**config.mk**
```make
export PLATFORM = sky130hd
export DESIGN_NAME = dock_flush_coord
export DESIGN_NICKNAME = d
export VERILOG_FILES = /design/src/rtl/dock_flush_pkg.sv /design/src/rtl/dock_flush_classify.sv /design/src/rtl/dock_in_fsm.sv /design/src/rtl/dock_out_fsm.sv /design/src/rtl/dock_flush_coord.sv
export SDC_FILE = /design/constraint.sdc
export NUM_CORES = 1
export LEC_CHECK = 0
export BUFFER_PORTS_ARGS = -buffer_cell sky130_fd_sc_hd__buf_2
export CAP_MARGIN = 20
export CORE_MARGIN = 2
export CORE_UTILIZATION = 34
export CTS_CLUSTER_SIZE = 25
export DETAILED_ROUTE_END_ITERATION = 12
export PLACE_DENSITY_LB_ADDON = 0.12
export SLEW_MARGIN = 20
export SYNTH_ARGS = -nofsm -noshare
export SYNTH_HDL_FRONTEND = slang
export SYNTH_HIERARCHICAL = 1
export SYNTH_SLANG_ARGS = --single-unit
```
**constraint.sdc**
```tcl
create_clock -name clk -period 4.3 [get_ports clk]
set_input_delay 0.86 -clock clk [delete_from_list [all_inputs] [get_ports clk]]
set_output_delay 0.86 -clock clk [all_outputs]
set_load 0.05 [all_outputs]
```
**src/rtl/dock_flush_pkg.sv**
```systemverilog
package dock_flush_pkg;

    // Coordination mode derived from the set of flushing inputs
    typedef enum logic [1:0] {
        MODE_NONE = 2'd0,
        MODE_SOME = 2'd1,
        MODE_ALL  = 2'd2
    } flush_mode_e;

    // Input dock state: acknowledge low (open) or high (acked)
    typedef enum logic {
        IN_OPEN  = 1'b0,
        IN_ACKED = 1'b1
    } in_state_e;

    // Output dock state: request low (idle) or high (offer)
    typedef enum logic {
        OUT_IDLE  = 1'b0,
        OUT_OFFER = 1'b1
    } out_state_e;

endpackage

```
**src/rtl/dock_flush_classify.sv**
```systemverilog
module dock_flush_classify
    import dock_flush_pkg::*;
#(
    parameter int N_IN   = 3,
    parameter int WORD_W = 8
) (
    input  logic [N_IN-1:0]            in_req,
    input  logic [N_IN*(WORD_W+1)-1:0] in_data,
    input  logic [N_IN-1:0]            in_ack,
    output logic [N_IN*WORD_W-1:0]     word,
    output logic [N_IN-1:0]            eff_req,
    output logic [N_IN-1:0]            flushing,
    output flush_mode_e                mode
);
    localparam int SLOT_W = WORD_W + 1;

    logic [N_IN-1:0] marker;

    for (genvar i = 0; i < N_IN; i++) begin : g_slot
        assign marker[i]                 = in_data[i*SLOT_W + WORD_W];
        assign word[i*WORD_W +: WORD_W]  = in_data[i*SLOT_W +: WORD_W];
        assign eff_req[i]                = in_req[i] & ~marker[i];
        assign flushing[i]               = in_req[i] & marker[i] & ~in_ack[i];
    end

    always_comb begin
        if (&flushing)
            mode = MODE_ALL;
        else if (flushing == '0)
            mode = MODE_NONE;
        else
            mode = MODE_SOME;
    end

endmodule

```
**src/rtl/dock_in_fsm.sv**
```systemverilog
module dock_in_fsm
    import dock_flush_pkg::*;
(
    input  logic        clk,
    input  logic        rst,
    input  logic        raw_req,
    input  logic        eff_req,
    input  logic        drain,
    input  flush_mode_e mode,
    output logic        ack
);
    in_state_e cur, nxt;

    always_ff @(posedge clk) begin
        if (rst)
            cur <= IN_ACKED;
        else
            cur <= nxt;
    end

    always_comb begin
        nxt = cur;
        unique case (mode)
            MODE_ALL: begin
                nxt = IN_ACKED;                               // GANG
            end
            MODE_NONE: begin
                if (!raw_req && cur == IN_ACKED)
                    nxt = IN_OPEN;                            // RELEASE
            end
            MODE_SOME: begin
                if (!eff_req && cur == IN_ACKED)
                    nxt = IN_OPEN;                            // RELEASE
                else if (eff_req && cur == IN_OPEN)
                    nxt = IN_ACKED;                           // CONSUME
            end
            default: nxt = cur;
        endcase
        if (drain)
            nxt = IN_ACKED;                                   // DRAIN
    end

    assign ack = (cur == IN_ACKED);

endmodule

```
**src/rtl/dock_out_fsm.sv**
```systemverilog
module dock_out_fsm
    import dock_flush_pkg::*;
(
    input  logic clk,
    input  logic rst,
    input  logic fill,
    input  logic ack,
    output logic req
);
    out_state_e cur, nxt;

    always_ff @(posedge clk) begin
        if (rst)
            cur <= OUT_IDLE;
        else
            cur <= nxt;
    end

    always_comb begin
        nxt = cur;
        unique case (cur)
            OUT_OFFER: if (ack) nxt = OUT_IDLE;               // RETIRE
            OUT_IDLE:  nxt = OUT_IDLE;
            default:   nxt = cur;
        endcase
        if (fill)
            nxt = OUT_OFFER;                                  // FILL
    end

    assign req = (cur == OUT_OFFER);

endmodule

```
**src/rtl/dock_flush_coord.sv**
```systemverilog
module dock_flush_coord
    import dock_flush_pkg::*;
#(
    parameter int N_IN   = 3,
    parameter int N_OUT  = 2,
    parameter int WORD_W = 8
) (
    input  logic                       clk,
    input  logic                       rst,
    input  logic [N_IN-1:0]            in_req,
    input  logic [N_IN*(WORD_W+1)-1:0] in_data,
    input  logic [N_IN-1:0]            drain,
    output logic [N_IN-1:0]            in_ack,
    output logic [N_IN*WORD_W-1:0]     in_word,
    output logic [N_IN-1:0]            in_eff_req,
    output logic [N_IN-1:0]            in_flush,
    output logic [N_IN-1:0]            in_full,
    output logic [N_IN-1:0]            in_empty,
    input  logic [N_OUT-1:0]           out_ack,
    input  logic [N_OUT-1:0]           fill,
    output logic [N_OUT-1:0]           out_req,
    output logic [N_OUT-1:0]           out_full,
    output logic [N_OUT-1:0]           out_empty
);
    flush_mode_e mode;

    dock_flush_classify #(.N_IN(N_IN), .WORD_W(WORD_W)) u_classify (
        .in_req   (in_req),
        .in_data  (in_data),
        .in_ack   (in_ack),
        .word     (in_word),
        .eff_req  (in_eff_req),
        .flushing (in_flush),
        .mode     (mode)
    );

    for (genvar i = 0; i < N_IN; i++) begin : g_in
        dock_in_fsm u_in (
            .clk     (clk),
            .rst     (rst),
            .raw_req (in_req[i]),
            .eff_req (in_eff_req[i]),
            .drain   (drain[i]),
            .mode    (mode),
            .ack     (in_ack[i])
        );
        assign in_full[i]  =  in_eff_req[i] & ~in_ack[i];
        assign in_empty[i] = ~in_eff_req[i] & ~in_ack[i];
    end

    for (genvar j = 0; j < N_OUT; j++) begin : g_out
        dock_out_fsm u_out (
            .clk  (clk),
            .rst  (rst),
            .fill (fill[j]),
            .ack  (out_ack[j]),
            .req  (out_req[j])
        );
        assign out_full[j]  =  out_req[j] & ~out_ack[j];
        assign out_empty[j] = ~out_req[j] & ~out_ack[j];
    end

endmodule

```
==> out/results.ini, run 1 <==
[route]
viasPerCell=4.48
drtIter0Drc=7
first_pass_iters=4
drc=0
wl_per_cell_um=10.0
dr_total_vias=538
postRouteAntennaNets=0
route.final.wire_length_mm=1.21

[critical_path]
r2r_slack_ns=2.44
rr_worst_depth=6
path_max_fanout=4
crit-reg2reg-launch=g_in[1].u_in/ack$_SDFFE_PP1P_
rr_endpoint=g_in[1].u_in/ack$_SDFFE_PP1P_
crit_type=in -> out
crit_path_end_kind=primary output
critPathArrivalTime_ns=1.66
required_ns=3.44
critPathLaunchType=input port

[clock_network]
cts_max_path_buffers=2
clk_latency_ns=0.24
htreeDepth=1
hold_buffers=0
numCtsBuffers=3
cts_tree=done
clkTransAtPathRegs_ns=0.04
cts_setup_buffers=0
cts_resized=0
clock-root-buffer=clkbuf_4
cts.sinks=5

[global_route]
grt_first_pass_wirelength_mm=1.71
grt_overflow=0
grt_usage_pct=11.1
grt_max_degree=11
antenna_found_initial=0
grt_pass1_vias=419

[synthesis]
synth_nets=121
syn_area_um2=652
syn_inst=80
synth_commonest_cells=buf_4 (24), inv_1 (11), dfxtp_1 (5), nor2_1 (5)
ys_warn_count=6
ys_async_sr_fraction_pct=0
ys_seq_area_share_pct=15.4
synthDistinctLibCells=23
synth_edf_count=0
yosys-top-cells-area=buf_4 (28%), dfxtp_1 (15%), nor2b_4 (8.4%)
synth_top_area_cell=buf_4
ys_ff_latch=5
synth_ff_type=dfxtp_1
syn-mean-instance-area_um2=8.15
yosysMostFrequentCell=buf_4
synth_top_area_share_pct=27.6

[final_layout]
drive_gt1_share_pct=53.7
stdcell_area_um2=704
fillers=215
instances_no_fill=120
area_growth_pct=8.06
fin_util_pct=39.9
nets=137
antenna-diode-count=0

[outcome]
status=finished clean

[floorplanning]
ios=84
std_cell_rows=15
die_x_um=47.8
core_um2=1760
die_h_um=47.8
initial_utilization_pct=37.0
dieArea_um2=2280

[power]
p_per_area_nw_per_um2=261
peakVddDrop_v=0.000131
p_total_uw=184
power_leakage_nw=0.400

[place]
place_area_um2=678
io_buffers=35
dpl.cell_count=116
pre_cts_ws_ns=1.77
dp_hpwl_um=977
gp_congestion=0.680

[sta]
timing.hold.ws_ns=0.514
setup_violations=0
grt_setup_unrepaired=false
fmax_mhz=396
worst_pin_slew_ns=0.645
finClkSkew_ns=0.000368
max_slew_margin_pct=56.8
period_share_pct=58.7
finalCriticalPeriod_ns=2.52
fin_tns_setup_ns=0
report.final.slew_viol_count=0
hold_viol=0
layout_setup_ws_ns=1.78

[min_path]
hold_path_class=reg -> reg
hold_start=g_out[0].u_out/req$_SDFF_PP0_
min_to=g_out[0].u_out/req$_SDFF_PP0_
hold_path_depth=2

[run]
maxCapViolations=0

[cells by family (layout without fill, tap and decap cells)]
kind of cell	count (synthesis)	count (layout)	share of synthesized area [%]
fa+ha+maj	2	2	3.84
flops	5	5	15.4
buf+inv	35	50	34.0
simple gates	25	25	33.2
compound gates	13	13	13.6
[worst max-delay path by stage]
stage,startpoint,end,cells past startpoint
floorplan,in_req[2],in_full[2],2
global placement,in_req[2],in_full[2],4
detailed placement,in_req[2],in_full[2],4
CTS,in_req[2],in_full[2],4
global route,in_req[0],in_full[0],4
finish,in_req[0],in_full[0],4
[sequential cells by signal, indices dropped and copies added (netlist names)]
signal	flops
g_out.u_out/req	2
g_in.u_in/ack	3
[per-layer routing]
metal | track usage [%] | wire length [um] | vias to the layer above
met3 | 6.79 | 161 | 2
met2 | 16.8 | 537 | 35
met5 | 0 | 0 | -
met1 | 12.4 | 493 | 235
li1 | - | - | 266
met4 | 5.41 | 12 | 0
[critical path, stage by stage]
cell	delay, ns
buf_2	0.09
nor2b_1	0.26
nor2b_4	0.19
buf_2	0.26
[cells in the final DEF, fill, tap and decap left out]
cell,netlist,layout
nor2b_2,1,1
clkbuf_1,0,1
and2b_1,1,1
buf_2,0,35
o211ai_1,1,1
nand3b_4,2,2
inv_1,11,11
clkbuf_4,0,3
o21ai_1,1,1
nand2b_1,2,2
nand2_1,1,1
ha_1,2,2
nor3_1,1,1
nor2b_1,3,3
a21oi_2,2,2
nor3_2,3,3
a211oi_1,2,2
nor2b_4,4,4
a31oi_1,1,1
o221ai_1,2,2
and2b_2,1,1
dfxtp_1,5,5
nand3b_1,1,1
nor2_1,5,5
a21oi_1,4,4
[cell type report]
class / instances / area (um^2) / share of cell area, %
inverter: 11 / 41.3 / 5.86
sequential: 5 / 100 / 14.2
multi-input combinational: 40 / 330 / 46.9
clock buffer: 4 / 26.3 / 3.73
timing repair buffer: 35 / 175 / 24.9
tap: 25 / 31.3 / 4.44
[power by group]
group / total (mW) / switching (mW) / internal, mW
Combinational: 0.0767 / 0.0524 / 0.0243
Sequential: 0.0540 / 0.00443 / 0.0496
Clock: 0.0534 / 0.0184 / 0.0350
Total: 0.184 / 0.0752 / 0.109
No activity file was read; power rests on OpenSTA's default activity.
==> run 2, diff against run 1 <==
--- a/config.mk
+++ b/config.mk
@@ -8,7 +8,7 @@
 export BUFFER_PORTS_ARGS = -buffer_cell sky130_fd_sc_hd__buf_2
 export CAP_MARGIN = 20
 export CORE_MARGIN = 2
-export CORE_UTILIZATION = 34
+export CORE_UTILIZATION = 31
 export CTS_CLUSTER_SIZE = 25
 export DETAILED_ROUTE_END_ITERATION = 12
 export PLACE_DENSITY_LB_ADDON = 0.12
==> constraint.sdc (replaced) <==
create_clock -name clk -period 2.35 [get_ports clk]
set_input_delay 0.47 -clock clk [delete_from_list [all_inputs] [get_ports clk]]
set_output_delay 0.47 -clock clk [all_outputs]
set_load 0.05 [all_outputs]
==> run 2 against run 1 <==
- power is 85% higher
- sequential share of layout area decreased by 0.25 points
- final cell count grew 2.5%
- flip-flop and latch count unchanged
- final area rose by 1.8%
- global-route usage decreased by 0.87 points
- highest routed layer unchanged
- clock skew barely moved
- register-to-register slack worse by 1.8 ns
==> out/results.ini, run 2 (synthesis results as in run 1) <==
[outcome]
status=finished clean  ; unchanged

[run]
maxCapViolations=0  ; unchanged

[min_path]
hold_start=drain[1]  ; was g_out[0].u_out/req$_SDFF_PP0_
hold_path_class=in -> reg  ; was reg -> reg
min_to=g_in[1].u_in/ack$_SDFFE_PP1P_  ; was g_out[0].u_out/req$_SDFF_PP0_
hold_path_depth=3  ; was 2

[final_layout]
drive_gt1_share_pct=55.2  ; was 53.7%
final_common_cell=buf_2  ; unchanged
antenna-diode-count=0  ; unchanged
fillers=216  ; was 215
mostFrequentLayoutCells=buf_2 (35), inv_1 (11), nor2_1 (5), dfxtp_1 (5)  ; unchanged
multi_input_area_um2=333  ; was 330 um^2
seq_area_um2=100  ; unchanged
largest_reg_flops=3  ; unchanged
nets=138  ; was 137
area_growth_pct=9.98  ; was 8.06%

[floorplanning]
std_cell_rows=16  ; was 15
die_x_um=49.9  ; was 47.8 um
core_um2=1980  ; was 1760 um^2
dieArea_um2=2490  ; was 2280 um^2
ios=84  ; unchanged
die_h_um=49.9  ; was 47.8 um
initial_utilization_pct=32.9  ; was 37.0%

[clock_network]
cts.sinks=5  ; unchanged
cts_resized=0  ; unchanged
clkTransAtPathRegs_ns=0.04  ; about the same
hold_buffers=0  ; unchanged
clk_latency_ns=0.24  ; about the same
clock-root-buffer=clkbuf_4  ; unchanged
cts_tree=done  ; unchanged
numCtsBuffers=3  ; unchanged
cts_max_path_buffers=2  ; unchanged
cts_setup_buffers=0  ; unchanged
htreeDepth=1  ; unchanged

[critical_path]
required_ns=2.46  ; was 3.44 ns
crit-reg2reg-launch=g_in[1].u_in/ack$_SDFFE_PP1P_  ; unchanged
path_max_fanout=7  ; was 4
rr_endpoint=g_in[1].u_in/ack$_SDFFE_PP1P_  ; unchanged
critPathLaunchType=register  ; was input port
rr_worst_depth=6  ; unchanged
r2r_slack_ns=0.62  ; was 2.44 ns
crit_type=reg -> reg  ; was in -> out
critPathArrivalTime_ns=1.84  ; was 1.66 ns
crit_path_end_kind=register  ; was primary output

[power]
power_leakage_nw=0.407  ; was 0.400 nW
peakVddDrop_v=0.000258  ; was 0.000131 V
p_per_area_nw_per_um2=475  ; was 261 nW/um^2

[route]
wl_per_cell_um=9.93  ; was 10.0 um
viasPerCell=4.28  ; was 4.48
route.final.wire_length_mm=1.22  ; was 1.21 mm
drtIter0Drc=3  ; was 7
first_pass_iters=2  ; was 4
drc=0  ; unchanged
postRouteAntennaNets=0  ; unchanged
dr_total_vias=526  ; was 538

[sta]
period_share_pct=73.6
setup_violations=0  ; unchanged
report.final.slew_viol_count=0  ; unchanged
layout_setup_ws_ns=0.619  ; was 1.78 ns
max_slew_margin_pct=71.1  ; was 56.8%
grt_setup_unrepaired=false  ; unchanged
finalCriticalPeriod_ns=1.73
fin_tns_setup_ns=0  ; unchanged
worst_pin_slew_ns=0.432  ; was 0.645 ns
hold_viol=0  ; unchanged
finClkSkew_ns=0.0000215  ; was 0.000368 ns
fmax_mhz=578
timing.hold.ws_ns=0.440  ; was 0.514 ns

[global_route]
grt_overflow=0  ; unchanged
grt_pass1_vias=435  ; was 419
grt_max_degree=10  ; was 11
grt_usage_pct=10.3  ; was 11.1%
grt_first_pass_wirelength_mm=1.96  ; was 1.71 mm
antenna_found_initial=0  ; unchanged

[place]
gp_congestion=0.624  ; was 0.680
dp_hpwl_mm=1.02  ; was 977 um
pre_cts_ws_ns=0.567  ; was 1.77 ns
io_buffers=35  ; unchanged

==> run 2: worst max-delay path by stage <==
stage                                        startpoint                            end  slack (ns)  depth (start not counted)
after global placement                        in_req[0]  g_in[2].u_in/ack$_SDFFE_PP1P_        0.61                          7
after floorplan                               in_req[0]                     in_full[0]        0.12                          2
after global routing      g_in[1].u_in/ack$_SDFFE_PP1P_  g_in[2].u_in/ack$_SDFFE_PP1P_        0.36                          6
final                     g_in[1].u_in/ack$_SDFFE_PP1P_  g_in[1].u_in/ack$_SDFFE_PP1P_        0.62                          6
after CTS                 g_in[1].u_in/ack$_SDFFE_PP1P_  g_in[1].u_in/ack$_SDFFE_PP1P_        0.60                          6
after detailed placement                      in_req[0]  g_in[1].u_in/ack$_SDFFE_PP1P_        0.57                          7
==> run 2: per-stage QoR <==
step                      instance area (um^2)  utilization [%]  instances  power, mW
after global placement                     691             34.8        119      0.241
after CTS                                  717             36.2        123      0.347
after floorplan                            654                -         80      0.312
after global routing                       717             36.2        123      0.363
after detailed placement                   691             34.8        119      0.242
final                                      717             36.2        123      0.340
==> run 2: area by class of cell <==
| cell class | count | share of cell area (%) |
|---|---|---|
| clock buffer | 4 | 3.66 |
| multi-input combinational | 40 | 46.4 |
| tap | 27 | 4.71 |
| timing repair buffer | 36 | 25.5 |
| inverter | 11 | 5.76 |
| sequential | 5 | 14.0 |
==> run 2: critical path: stages, from the launching register on <==
cell	delay (ns)
dfxtp_1	0.47
nand3b_4	0.21
nor3_2	0.05
a31oi_1	0.35
inv_1	0.13
a211oi_1	0.24
o221ai_1	0.14
==> run 2: layer usage <==
metal	vias up	part of all wire, %	GRT usage [%]
li1	267	-	-
met1	218	38	11.3
met2	37	45	14.0
met3	4	16	7.88
met4	0	0.49	5.56
met5	-	0	0
==> run 2: power by group <==
part	switching [mW]	internal, mW
sequential	0.00807	0.0906
clock	0.0367	0.0643
combinational	0.0959	0.0448
